[config.mk]
export PLATFORM = sky130hd
export DESIGN_NAME = wdog_supervisor
export DESIGN_NICKNAME = d
export VERILOG_FILES = /design/src/rtl/wdog_pkg.sv /design/src/rtl/wdi_edge_sync.sv /design/src/rtl/wdog_limits.sv /design/src/rtl/wdog_core.sv /design/src/rtl/wdog_supervisor.sv
export SDC_FILE = /design/constraint.sdc
export NUM_CORES = 1
export LEC_CHECK = 0
export BUFFER_PORTS_ARGS = -buffer_cell sky130_fd_sc_hd__clkbuf_2
export CORE_ASPECT_RATIO = 1.4
export CORE_UTILIZATION = 45
export CTS_BUF_LIST = sky130_fd_sc_hd__clkbuf_4 sky130_fd_sc_hd__clkbuf_8 sky130_fd_sc_hd__clkbuf_16
export DETAILED_ROUTE_END_ITERATION = 16
export GPL_TIMING_DRIVEN = 1
export PLACE_DENSITY = 0.71
export RECOVER_POWER = 50
export SYNTH_ARGS = -nofsm -noshare
export SYNTH_HDL_FRONTEND = slang
export SYNTH_HIERARCHICAL = 1
export SYNTH_SLANG_ARGS = --single-unit
[constraint.sdc]
create_clock -name clk -period 9.4 [get_ports clk]
set_clock_uncertainty 0.1 [all_clocks]
set_input_delay 1.88 -clock clk [delete_from_list [all_inputs] [get_ports clk]]
set_output_delay 1.88 -clock clk [all_outputs]
set_load 0.02 [all_outputs]
[src/rtl/wdog_pkg.sv]
package wdog_pkg;
  typedef enum logic [1:0] {
    WD_IDLE    = 2'd0,
    WD_STARTUP = 2'd1,
    WD_NORMAL  = 2'd2,
    WD_FAULT   = 2'd3
  } wd_state_e;
endpackage

[src/rtl/wdi_edge_sync.sv]
module wdi_edge_sync #(
  parameter int unsigned STAGES = 2
) (
  input  logic clk,
  input  logic rst,
  input  logic pin,
  output logic edge_det
);
  logic [STAGES-1:0] chain;
  logic              prev;

  always_ff @(posedge clk) begin
    if (rst) chain[0] <= 1'b0;
    else     chain[0] <= pin;
  end

  generate
    for (genvar i = 1; i < STAGES; i++) begin : g_sync
      always_ff @(posedge clk) begin
        if (rst) chain[i] <= 1'b0;
        else     chain[i] <= chain[i-1];
      end
    end
  endgenerate

  always_ff @(posedge clk) begin
    if (rst) prev <= 1'b0;
    else     prev <= chain[STAGES-1];
  end

  assign edge_det = chain[STAGES-1] ^ prev;
endmodule

[src/rtl/wdog_limits.sv]
module wdog_limits #(
  parameter int unsigned CNT_W        = 32,
  parameter int unsigned STARTUP_BASE = 4688,
  parameter int unsigned TIMEOUT_BASE = 100,
  parameter int unsigned TSEL_W       = 2
) (
  input  logic [2:0]        startup_sel,
  input  logic [TSEL_W-1:0] timeout_sel,
  output logic              startup_en,
  output logic [CNT_W-1:0]  startup_lim,
  output logic [CNT_W-1:0]  timeout_lim
);
  localparam logic [CNT_W-1:0] S_BASE = CNT_W'(STARTUP_BASE);
  localparam logic [CNT_W-1:0] T_BASE = CNT_W'(TIMEOUT_BASE);

  assign startup_en  = |startup_sel;
  assign startup_lim = startup_en ? (S_BASE << (startup_sel - 3'd1)) : S_BASE;
  assign timeout_lim = T_BASE << timeout_sel;
endmodule

[src/rtl/wdog_core.sv]
module wdog_core
  import wdog_pkg::*;
#(
  parameter int unsigned CNT_W = 32
) (
  input  logic             clk,
  input  logic             rst,
  input  logic             hold,
  input  logic             tick,
  input  logic             kick,
  input  logic             startup_en,
  input  logic [CNT_W-1:0] startup_lim,
  input  logic [CNT_W-1:0] timeout_lim,
  output logic             fault
);
  wd_state_e        state;
  logic [CNT_W-1:0] cnt;
  logic [CNT_W-1:0] cur_lim;
  logic [CNT_W:0]   cnt_inc;
  logic             expire;

  assign cur_lim = (state == WD_STARTUP) ? startup_lim : timeout_lim;
  assign cnt_inc = {1'b0, cnt} + {{CNT_W{1'b0}}, 1'b1};
  assign expire  = tick && (cnt_inc >= {1'b0, cur_lim});

  always_ff @(posedge clk) begin
    if (rst || hold) begin
      state <= WD_IDLE;
      cnt   <= '0;
      fault <= 1'b0;
    end else begin
      unique case (state)
        WD_IDLE: begin
          state <= startup_en ? WD_STARTUP : WD_NORMAL;
          cnt   <= '0;
        end
        WD_STARTUP, WD_NORMAL: begin
          if (kick) begin
            state <= WD_NORMAL;
            cnt   <= '0;
          end else if (expire) begin
            state <= WD_FAULT;
            cnt   <= '0;
            fault <= 1'b1;
          end else if (tick) begin
            cnt <= cnt_inc[CNT_W-1:0];
          end
        end
        WD_FAULT: begin
          if (kick) begin
            state <= WD_NORMAL;
            cnt   <= '0;
            fault <= 1'b0;
          end
        end
        default: state <= WD_IDLE;
      endcase
    end
  end
endmodule

[src/rtl/wdog_supervisor.sv]
module wdog_supervisor #(
  parameter int unsigned CNT_W        = 32,
  parameter int unsigned STARTUP_BASE = 4688,
  parameter int unsigned TIMEOUT_BASE = 100,
  parameter int unsigned TSEL_W       = 2,
  parameter int unsigned SYNC_STAGES  = 2
) (
  input  logic              clk,
  input  logic              rst,
  input  logic              tick,
  input  logic              wdi_pin,
  input  logic              sw_kick,
  input  logic              enable,
  input  logic              supply_ok,
  input  logic              sys_rst_active,
  input  logic              indep_mode,
  input  logic [2:0]        startup_sel,
  input  logic [TSEL_W-1:0] timeout_sel,
  output logic              wdo
);
  logic             wdi_edge;
  logic             kick;
  logic             armed;
  logic             startup_en;
  logic [CNT_W-1:0] startup_lim;
  logic [CNT_W-1:0] timeout_lim;

  wdi_edge_sync #(.STAGES(SYNC_STAGES)) u_sync (
    .clk      (clk),
    .rst      (rst),
    .pin      (wdi_pin),
    .edge_det (wdi_edge)
  );

  wdog_limits #(
    .CNT_W        (CNT_W),
    .STARTUP_BASE (STARTUP_BASE),
    .TIMEOUT_BASE (TIMEOUT_BASE),
    .TSEL_W       (TSEL_W)
  ) u_limits (
    .startup_sel (startup_sel),
    .timeout_sel (timeout_sel),
    .startup_en  (startup_en),
    .startup_lim (startup_lim),
    .timeout_lim (timeout_lim)
  );

  // Arming: dependent mode additionally waits for system reset release
  assign armed = enable && supply_ok && (indep_mode || !sys_rst_active);
  assign kick  = wdi_edge || sw_kick;

  wdog_core #(.CNT_W(CNT_W)) u_core (
    .clk         (clk),
    .rst         (rst),
    .hold        (!armed),
    .tick        (tick),
    .kick        (kick),
    .startup_en  (startup_en),
    .startup_lim (startup_lim),
    .timeout_lim (timeout_lim),
    .fault       (wdo)
  );
endmodule

# After elaboration in Yosys (flattened, before gate mapping)
# Index checks and enable logic that the tools add are counted.
# Widths: inputs -> output; s select.
# classes
n_addsub	2
magnitude_cmp	1
eq_ne	8
shifts	2
mux	16
bitwise	1
reduce_logical	15
# op_table
op	n
$mux 32	6
$pmux 32 s3	1
$add 32x1->33 const B	1
$ge 33x32->1	1
$shl 13x3->32 const A	1
$shl 7x2->32 const A	1
$mux 2	4
$pmux 2 s3	1
$eq 2x2->1 const B	2
$ne 2x2->1 const B	2
$ne 4x3->1 const B	1
$reduce_and 2->1	2
$reduce_and 4->1	1
$logic_and 1x1->1	3
$logic_or 1x1->1	3
$mux 1	3
$ne 3x2->1 const B	1
$reduce_or 3->1	1
$sub 3x1->3 const B	1
$eq 2x1->1 const B	1
$logic_not 1->1	2
$logic_not 2->1	1
$ne 2x1->1 const B	1
$pmux 1 s2	1
3 further kinds	3
# totals
ff_bits	38
input_bits	14
out_inout_bits	1

# Depth between registers and ports, before layout
# depth
word_depth	9
ltp_mapped	16

# By module
# The synthesis kept the hierarchy.
# by_module_without_submodules
mod	instances	cells_each	area_each_um2	seq_area_each_um2
wdog_core	1	364	3075.4	700.7
wdog_limits	1	75	544.3	0.0
wdi_edge_sync	1	7	87.6	60.1
wdog_supervisor	1	3	22.5	0.0

# Least setup slack after synthesis
# No wires, ideal clock.
# synth_timing
path_type	input -> register
from	input startup_sel[0]
to	register u_core.state[0]
arrival_ns	4.481
required_ns	9.185
slack_ns	4.705
cell_stages	12
n_path_buf	1
cell_sequence	buf_2 > nand2b_4 > and2_1 > mux2i_1 > ha_1 > a211oi_1 > nor2_1 > a2111oi_0 > o22ai_1 > nor4_2 > nor2_1 > o21a_1
# synth_between
elab_chain_cells	8
elab_cells_between_ends	11
cone_classes	1 x add/sub; 1 x order compare; 1 x eq/ne; 1 x shift; 4 x mux; 3 x reduce/logical
# synth_lines
item	line	source
from (decl)	wdog_supervisor.sv:17	input logic [2:0] startup_sel,
$sub 3x1->3	wdog_limits.sv:17	assign startup_lim = startup_en ? (S_BASE << (startup_sel - 3'd1)) : S_BASE;
$shl 13x3->32	wdog_limits.sv:17	
$mux 32 *	wdog_limits.sv:17	
via startup_lim[6]	wdog_supervisor.sv:25	logic [CNT_W-1:0] startup_lim;
$mux 32 *	wdog_core.sv:22	assign cur_lim = (state == WD_STARTUP) ? startup_lim : timeout_lim;
$ge 33x32->1 *	wdog_core.sv:24	assign expire = tick && (cnt_inc >= {1'b0, cur_lim});
$logic_and 1x1->1 *	wdog_core.sv:24	
$ne 3x2->1 (no source line) *	n/a	
$reduce_and 2->1 (no source line) *	n/a	
to (signal assigned)	wdog_core.sv:34	state <= startup_en ? WD_STARTUP : WD_NORMAL;
to (decl)	wdog_core.sv:16	wd_state_e state;
# Mark *: on every way through the listed nets, which the timed path passes. The rest lies on a longest branch.
# A chain may end at the register's enable or synchronous reset.

# Worst setup path after layout
# layout_timing
from	input startup_sel[1]
to	register u_core.cnt[20]
# layout_between
elab_chain_cells	9
elab_cells_between_ends	12
cone_classes	1 x add/sub; 1 x order compare; 1 x eq/ne; 1 x shift; 5 x mux; 3 x reduce/logical
# layout_lines
item	line	source
$sub 3x1->3	wdog_limits.sv:17	
$shl 13x3->32	wdog_limits.sv:17	
$mux 32 *	wdog_limits.sv:17	
via startup_lim[6]	wdog_supervisor.sv:25	
$mux 32 *	wdog_core.sv:22	
$ge 33x32->1 *	wdog_core.sv:24	
$logic_and 1x1->1 *	wdog_core.sv:24	
$mux 32	wdog_core.sv:41	end else if (expire) begin
$mux 32	wdog_core.sv:38	if (kick) begin
$pmux 32 s3	wdog_core.sv:32	unique case (state)
to (signal assigned)	wdog_core.sv:46	cnt <= cnt_inc[CNT_W-1:0];
to (decl)	wdog_core.sv:17	logic [CNT_W-1:0] cnt;
# Marks and branches as above.

==> results.yml <==
setup_path:
  crit_path_frequent_cell: "clkbuf_1"
  critPathBufInv: 2
  cp_data_arrival_time_ns: 5.89
  cp_top_family: "compound AO/OA/AOI/OAI gates"
  slowest_delay_ns: 0.87
  cp_slowest_cell: "a2111oi_4"
  critPathKind: "in2reg"
  path_cells: "clkbuf_1, nand2b_2, and2_0, mux2i_1, ha_1, a211oi_1, nor2_1, a2111oi_0, o21ai_0, a2111oi_4, clkbuf_1, a21boi_1, a21o_1"
  start_kind: "input pin"
  end_kind: "flop"
  cp_max_fo: 14
  cp.required_ns: 9.55
placement:
  gp_congestion: 0.874
  place.port_buffers: 14
  dp_cells: 547
  dpl.hpwl_um: 5960
timing:
  finalCritPeriodShare_pct: 61.0
  setup_viol: 0
  hold_ws_ns: 0.342
  tightest_slew_ns: 1.05
  drv_slew: 0
  finalHoldViolCount: 0
  max_freq_mhz: 174
  finalSetupTns_ns: 0
  maxSlewHeadroom_pct: 29.1
  rsz0062_at_grt: "false"
  min_period_ns: 5.74
grt:
  top_usage_layer: "met2"
  use_met1_pct: 21.1
  grt_max_degree: 33
  grt_overflow_total: 0
  grt_first_pass_wirelength_um: 13100
  met3_usage_pct: 1.91
  grt_pass1_vias: 2944
  track_usage_pct: 19.1
  grt_use_met2_pct: 37.0
  antenna_found_initial: 0
floorplan:
  dieArea_um2: 8660
  rows: 38
  pin_count: 15
  die_h_um: 110
  dieWidth_um: 78.9
  initial_core_util_pct: 47.3
  core_area_um2: 7890
pwr:
  power_density_nw_per_um2: 90.2
  ir_drop_uv: 58.4
  p_switching_uw: 85.2
  switching_share_pct: 24.8
  p_clk_share_pct: 40.1
  power_frac_seq_pct: 47.2
  combPwrFrac_pct: 12.7
  p_leak_nw: 1.56
  intPower_uw: 258
logic_synthesis:
  synth_area_leader_cell: "dfxtp_1"
  yosysUniqueCellTypes: 60
  netlist_area_um2: 3730
  ys_seq_area_share_pct: 20.4
  yosysWarnings: 6
  synth_top_area_share_pct: 20.4
  synth_edf_count: 0
  synthCells: 449
  synthTopCellsByArea: "dfxtp_1 20%, ha_1 13%, buf_4 8.7%"
  synthTopCellsByCount: "43 x buf_4, 40 x ha_1, 39 x nand2_1, 39 x nor2_1, 38 x dfxtp_1"
  yosys.cell_count.top_type: "buf_4"
  postSynthAreaPerCell_um2: 8.31
  async_reset_ff_share_pct: 0
  ys.flop_type: "dfxtp_1"
  synth-seq-cells: 38
route:
  wl_um: 7530
  drc: 0
  vias_per_cell: 5.25
  first_iter_violations: 119
  drt_first_pass_iters: 4
  routedWlPerCell_um: 13.6
  ant_nets: 0
  via_count: 2915
clocking:
  clockRootBuffer: "clkbuf_8"
  htree_levels: 2
  clk_pin_slew_ns: 0.08
  cts_resized: 0
  cts_sinks: 38
  post_cts_buffers: 0
  ctsHoldBuffers: 0
  cts_buffers: 5
  cts_max_path_buffers: 2
  cts_tree: "yes"
  clock_latency_ns: 0.30
final_layout:
  n_antenna_cell: 0
  final_layout_size_suffix_gt1_share_pct: 9.23
  area_delta_synth_final_pct: 2.11
  final_cells: 555
  nNetsFinal: 508
min_path:
  hold_class: "reg2reg"
outcome:
  outcome: "finished, final reports clean"
job:
  maxCapViolCount: 0
[cells in the final DEF, fill, tap and decap left out, types with 6 or more instances in the layout]
master    netlist  routed
a22o_1         14      14
clkbuf_2        0      11
conb_1          1      41
ha_1           40      39
o21ai_0         9       9
nand3_1        18      18
xnor2_1        23      23
dfxtp_1        38      38
mux2i_1        31      31
nor3_1          9       8
nor2b_1         6       6
nor2_1         39      39
nand2_1        39      39
xor2_1         19      19
a21oi_1         8       8
inv_1          15      15
nand4_1        11      11
[layer usage]
| metal | wire length [um] | vias up | share of wire [%] |
|---|---|---|---|
| li1 | - | 1504 | - |
| met5 | 0 | - | 0 |
| met3 | 159 | 15 | 2.1 |
| met4 | 223 | 0 | 3.0 |
| met2 | 3960 | 35 | 53 |
| met1 | 3190 | 1361 | 42 |
[flip-flops by register name, summed over array words and instances (netlist names)]
signal and flops:
u_core/cnt 32, u_sync/chain 2, u_sync/prev 1, u_core/state 2
u_core/fault 1
[final cells by class]
class,instances,area (um2)
Clock buffer,5,68.8
Inverter,15,56.3
Fill cell,825,4080
Tap cell,100,125
Sequential cell,38,761
Clock inverter,3,40.0
Timing Repair Buffer,16,77.6
Multi-Input combinational cell,378,2680
[worst paths after layout]
check / start / endpoint / slack (ns) / cells after the start
worst max-delay path: startup_sel[1] / u_core/cnt[20] / 3.66 / 13
worst min-delay path: u_sync/chain[0] / u_sync/chain[1] / 0.34 / 1
worst max register to register: u_core/cnt[0] / u_core/cnt[21] / 4.07 / 15
worst min register to register: u_sync/chain[0] / u_sync/chain[1] / 0.34 / 1
[per-stage QoR]
stage | power [mW] | setup WS, ns | util [%] | instance area (um2)
after floorplan | 0.212 | 4.70 | - | 3880
after global placement | 0.208 | 3.76 | 47.0 | 3710
after detailed placement | 0.209 | 3.67 | 47.0 | 3710
after CTS | 0.348 | 3.97 | 48.4 | 3820
after global routing | 0.358 | 3.30 | 48.3 | 3810
final | 0.343 | 3.66 | 48.3 | 3810
[logic make-up after synthesis]
family	count (synthesis)	synth area share [%]
AND/OR/NAND/NOR	162	22.7
buffers and inverters	73	12.2
AO/OA/AOI/OAI	60	12.4
XOR/XNOR	42	9.86
adder cells (fa/ha/maj)	40	13.4
flip-flops	38	20.4
multiplexers	33	8.92
other	1	0.101
[power groups by stage]
| stage | Sequential, mW | Combinational, mW | Clock, mW |
|---|---|---|---|
| final | 0.162 | 0.0435 | 0.138 |
| after global routing | 0.162 | 0.0500 | 0.146 |
| after detailed placement | 0.166 | 0.0435 | 0 |
| after global placement | 0.166 | 0.0422 | 0 |
| after CTS | 0.162 | 0.0438 | 0.142 |
| after floorplan | 0.166 | 0.0463 | 0 |
[worst reg2reg max path, cell delays in order (launching register included)]
cell,delay [ns]
dfxtp_1,0.41
ha_1,0.24
and4_1,0.26
nand3_1,0.30
or3_1,0.49
nor2_1,0.14
and4_1,0.22
xor2_1,0.21
ha_1,0.28
nand3_1,0.19
nor2_1,0.07
a2111oi_0,0.60
o211ai_1,0.37
nor4_2,0.94
nand2_1,0.23
o211ai_1,0.23
Power figures use the tool's default switching activity.
